--- src/rtl/supv_reset_gen.sv ---
module supv_reset_gen #(
  parameter int HOLD_CYC = 12,
  parameter int MIN_CYC  = 8
) (
  input  logic clk,
  input  logic init_n,
  input  logic supply_ok,
  input  logic man_rst_n,
  output logic rst_hi,
  output logic rst_lo_n
);
  localparam int CW = $clog2(HOLD_CYC + 1);
  localparam int MW = CW + 1;
  localparam logic [CW-1:0] HOLD_V = CW'(HOLD_CYC);

  generate
    if (MIN_CYC > HOLD_CYC) begin : g_bad_cfg
      $error("MIN_CYC must not exceed HOLD_CYC");
    end
  endgenerate

  logic [1:0]    sok_q, mr_q;
  logic [CW-1:0] hold_cnt;
  logic          trig;

  always_ff @(posedge clk or negedge init_n) begin
    if (!init_n) begin
      sok_q <= 2'b00;
      mr_q  <= 2'b00;
    end else begin
      sok_q <= {sok_q[0], supply_ok};
      mr_q  <= {mr_q[0], man_rst_n};
    end
  end

  assign trig = !sok_q[1] || !mr_q[1];

  always_ff @(posedge clk or negedge init_n) begin
    if (!init_n)             hold_cnt <= HOLD_V;
    else if (trig)           hold_cnt <= HOLD_V;
    else if (hold_cnt != '0) hold_cnt <= hold_cnt - 1'b1;
  end

  assign rst_hi   = trig || (hold_cnt != '0);
  assign rst_lo_n = !rst_hi;

  logic [MW-1:0] pulse_len, quiet_len;
  always_ff @(posedge clk or negedge init_n) begin
    if (!init_n) begin
      pulse_len <= '0;
      quiet_len <= '0;
    end else begin
      if (!rst_hi) pulse_len <= '0;
      else if (pulse_len != '1) pulse_len <= pulse_len + 1'b1;
      if (trig) quiet_len <= '0;
      else if (quiet_len != '1) quiet_len <= quiet_len + 1'b1;
    end
  end

  a_r1_bad_supply_holds: assert property (@(posedge clk) disable iff (!init_n)
    !sok_q[1] |-> rst_hi);
  a_r7_drop_no_delay: assert property (@(posedge clk) disable iff (!init_n)
    $fell(sok_q[1]) |-> rst_hi);
  a_r5_manual_asserts: assert property (@(posedge clk) disable iff (!init_n)
    !mr_q[1] |-> rst_hi);
  a_r3_min_pulse: assert property (@(posedge clk) disable iff (!init_n)
    $fell(rst_hi) |-> (pulse_len >= MW'(MIN_CYC)));
  a_r2_hold_before_release: assert property (@(posedge clk) disable iff (!init_n)
    $fell(rst_hi) |-> (quiet_len >= MW'(HOLD_CYC)));
  a_r4_retrigger_reloads: assert property (@(posedge clk) disable iff (!init_n)
    trig |=> (hold_cnt == HOLD_V));
endmodule

--- config.mk ---
export PLATFORM = sky130hd
export DESIGN_NAME = supv_reset_gen
export DESIGN_NICKNAME = d
export VERILOG_FILES = /design/src/rtl/supv_reset_gen.sv
export SDC_FILE = /design/constraint.sdc
export NUM_CORES = 1
export LEC_CHECK = 0
export ABC_AREA = 1
export ABC_CLOCK_PERIOD_IN_PS = 1200
export BUFFER_PORTS_ARGS = -buffer_cell sky130_fd_sc_hd__buf_2
export CAP_MARGIN = 20
export CELL_PAD_IN_SITES_DETAIL_PLACEMENT = 1
export CELL_PAD_IN_SITES_GLOBAL_PLACEMENT = 1
export CORE_AREA = 2 2 39 41
export DETAILED_ROUTE_END_ITERATION = 16
export DIE_AREA = 0 0 41 43
export PLACE_DENSITY = 0.58
export SLEW_MARGIN = 20
export SYNTH_ARGS = -nofsm -noshare
export SYNTH_HDL_FRONTEND = slang
export SYNTH_SLANG_ARGS = --single-unit
--- constraint.sdc ---
create_clock -name clk -period 1.2 [get_ports clk]
set_input_delay 0.06 -clock clk [delete_from_list [all_inputs] [get_ports clk]]
set_output_delay 0.06 -clock clk [all_outputs]
set_load 0.1 [all_outputs]
==> results by group <==
Worst setup path
  – Crit Path Category: flip-flop to primary output
  – CP Capture Type: primary output
  – Worst R2R Setup Slack: -0.20 ns
  – Reg2Reg Launch Point: hold_cnt[1]
  – Worst setup SP type: flip-flop
  – R2r endpoint: hold_cnt[1]
  – Crit-path max FO: 3
  – Crit path DAT: 1.38 ns
  – Register-to-Register Path Depth: 9
  – Critical path required time: 1.14 ns

Pwr
  – P_sw: 0.0001528 W
  – Clock power frac: 35.8%
  – Comb power frac: 16.2%
  – Switching Share: 24.62%
  – Pleak: 0.2830 nW
  – VDD IR-drop max: 502.6 µV
  – Pwr per Cell Area: 1023 mW/mm²
  – Internal Power: 0.0004679 W
  – Reg power frac: 48.0%
  – Power, Total: 0.0006207 W

Final layout
  – Fin area: 606.8 µm²
  – Final #Nets: 62
  – Footprint of the multi-input gates: 162.7 µm²
  – Area delta synth->final: 69.58%
  – Layout cells sized above 1: 61.82%
  – Diode count: 0
  – Filler cells: 159
  – Register area: 202.7 µm²

Floorplanning
  – CORE AREA: 0.001384 mm²
  – Starting Density: 25.86%
  – DIE AREA: 0.001763 mm²
  – FP Rows: 14
  – Die Width: 41 µm
  – I/O pin cnt: 6
  – DIE HEIGHT: 43 µm

Logic synthesis
  – Sequential-to-total area share from yosys stat: 56.64%
  – Area share of the largest cell type after synthesis: 41.96%
  – Post-Syn Nets: 40
  – Post-Syn Area: 357.8 µm²
  – Area leader, netlist: dfrtp_1
  – Synthesized area per cell: 10.52 µm²
  – Distinct cells, synth: 15
  – Number of synthesized flops with an enable pin: 0
  – Top post-synthesis cells by count: dfrtp_1, inv_1, nand2_1
  – Primary FF master, synth: dfrtp_1
  – Most common cell in the synthesized netlist: dfrtp_1
  – Syn Inst Count: 34
  – Yosys reg bits: 8
  – Yosys warns: 0
  – Ys async rst share: 100.0%
  – Largest cells by area after synthesis: dfrtp_1, dfstp_2, ha_1

CTS
  – CTS max path bufs: 2
  – Num CTS Buffers: 3
  – CTS tree: done
  – # H-tree levels: 1
  – Worst-Skew Late Latency: 0.25 ns
  – Clock Pin Slew Worst Setup and Hold Paths: 0.06 ns
  – Clock Sinks: 8
  – Root Buffer: clkbuf_4

Route
  – First drt pass iteration count: 2
  – Total Wirelength: 802 µm
  – Number of DRC markers in iteration 0: 1
  – Routed vias: 301
  – Via/cell ratio: 4.239
  – WL/cell: 11.30 µm
  – Remaining DRCs: 0
  – ANT nets after route: 0

GRT
  – Number of global-route vias before repair: 345
  – Largest net degree at the start of global routing: 9
  – First-pass GRT wire length: 1442 µm
  – All-Layer GR Usage: 13.30%
  – Initial antenna violation count: 0
  – Final global-route overflow total: 0

Run status
  – Status: finished with violations
  – Failing checks: setup timing

STA
  – Worst Max-Slew Pin Slew: 0.1773 ns
  – Fmax: 692.9 MHz
  – Final hold vios: 0
  – Clock skew: 0.0004879 ns
  – Slew Viols, Final: 0
  – Setup violators final: 4
  – Tcrit/Tclk final: 120.3%
  – Slew headroom: 88.18%
  – Post-route setup slack: -0.2433 ns
  – Unrepaired setup endpoints after global routing: yes
  – Min cycle time layout: 1.443 ns

Run
  – Max cap viols: 0

Min path
  – Hold crit path type: input pin to asynchronous set/reset pin

Place
  – Port Buffer Count: 5
  – Area after DPL: 480.5 µm²
  – DP Wirelength: 549 µm
  – Pre-CTS setup slack: -0.05968 ns
  – Routability cong.: 0.6738
## through the flow
stage / TNS [ns] / utilization, % / hold slack, ns / instances
final: -0.7826 / 43.85 / 0.1750 / 71
after global routing: -1.284 / 43.85 / 0.1747 / 71
after CTS: -0.6855 / 40.96 / 0.1611 / 69
after detailed placement: -0.1156 / 34.72 / -0.09029 / 58
after global placement: -0.03837 / 34.72 / -0.09611 / 58
after floorplan: -1.247 / - / -0.2356 / 34
## metal layers
layer | share of wire [%] | global-route usage [%] | wire (µm) | vias up
li1 | - | - | - | 145
met1 | 37 | 13.00 | 293 | 149
met2 | 60 | 21.25 | 478 | 5
met3 | 2.5 | 4.712 | 20 | 2
met4 | 1.2 | 10.00 | 10 | 0
met5 | 0 | 0 | 0 | -
## worst max-delay path, cell delays in order, from the launching register on
cell and delay, ns:
dfrtp_1 0.39, inv_2 0.08, ha_4 0.13, inv_2 0.04
nor2_4 0.10, nand3_4 0.15, inv_12 0.09, buf_12 0.16
## worst max-delay path by stage
| stage | end | start | cells after the start |
|---|---|---|---|
| final | rst_lo_n | hold_cnt[1] | 7 |
| after global routing | rst_lo_n | hold_cnt[0] | 7 |
| after CTS | rst_lo_n | hold_cnt[1] | 7 |
| after detailed placement | rst_lo_n | hold_cnt[1] | 7 |
| after global placement | rst_lo_n | hold_cnt[1] | 7 |
| after floorplan | hold_cnt[2] | hold_cnt[0] | 7 |
## state kept, by name, indices dropped and copies added (netlist names)
register and cells:
hold_cnt 4, sok_q 2, mr_q 2
## layout make-up
type	count	area share, %
Multi-Input combinational cell	19	26.80
Tap cell	16	3.299
Clock buffer	4	4.330
Sequential cell	8	33.40
Timing Repair Buffer	17	25.77
Inverter	7	6.392
## placed cells by master (no fill, tap or decap), types with 2 or more instances in the layout
cell type | Yosys | final
dlygate4sd3_1 | 0 | 3
dfrtp_1 | 6 | 6
nor2_1 | 3 | 2
buf_2 | 0 | 3
nand3_1 | 2 | 2
nor2_4 | 1 | 2
buf_12 | 0 | 2
dfstp_2 | 2 | 2
nand2_1 | 4 | 4
clkbuf_4 | 0 | 3
inv_2 | 3 | 5
buf_4 | 0 | 8
## power groups by stage
stage / clock, W / sequential (W) / combinational, W
global placement: 0 / 0.000300 / 0.0000705
CTS: 0.000237 / 0.000296 / 0.0000886
floorplan: 0 / 0.000298 / 0.0000455
detailed placement: 0 / 0.000301 / 0.0000744
global route: 0.000256 / 0.000300 / 0.000113
finish: 0.000222 / 0.000298 / 0.000100
## logic make-up (layout without fill, tap and decap cells)
family                     Yosys count  in the layout  synth area share [%]
AOI/OAI and AO/OA                    4              4                 6.643
xor gates and xnor gates             1              1                 2.448
DFF                                  8              8                 56.64
adders and majority gates            2              2                 6.992
and+or+nand+nor                     12             12                 19.93
buffers and inverters                7             28                 7.341
## timing repair
action	in CTS	in global routing
gates resized for setup	0	6
hold buffers	3	0
buffers inserted	4	2
hold endpoints to repair	10	0
pin swaps	4	2
setup endpoints to repair	4	6
Note: power is estimated with default switching activity, not from simulation.
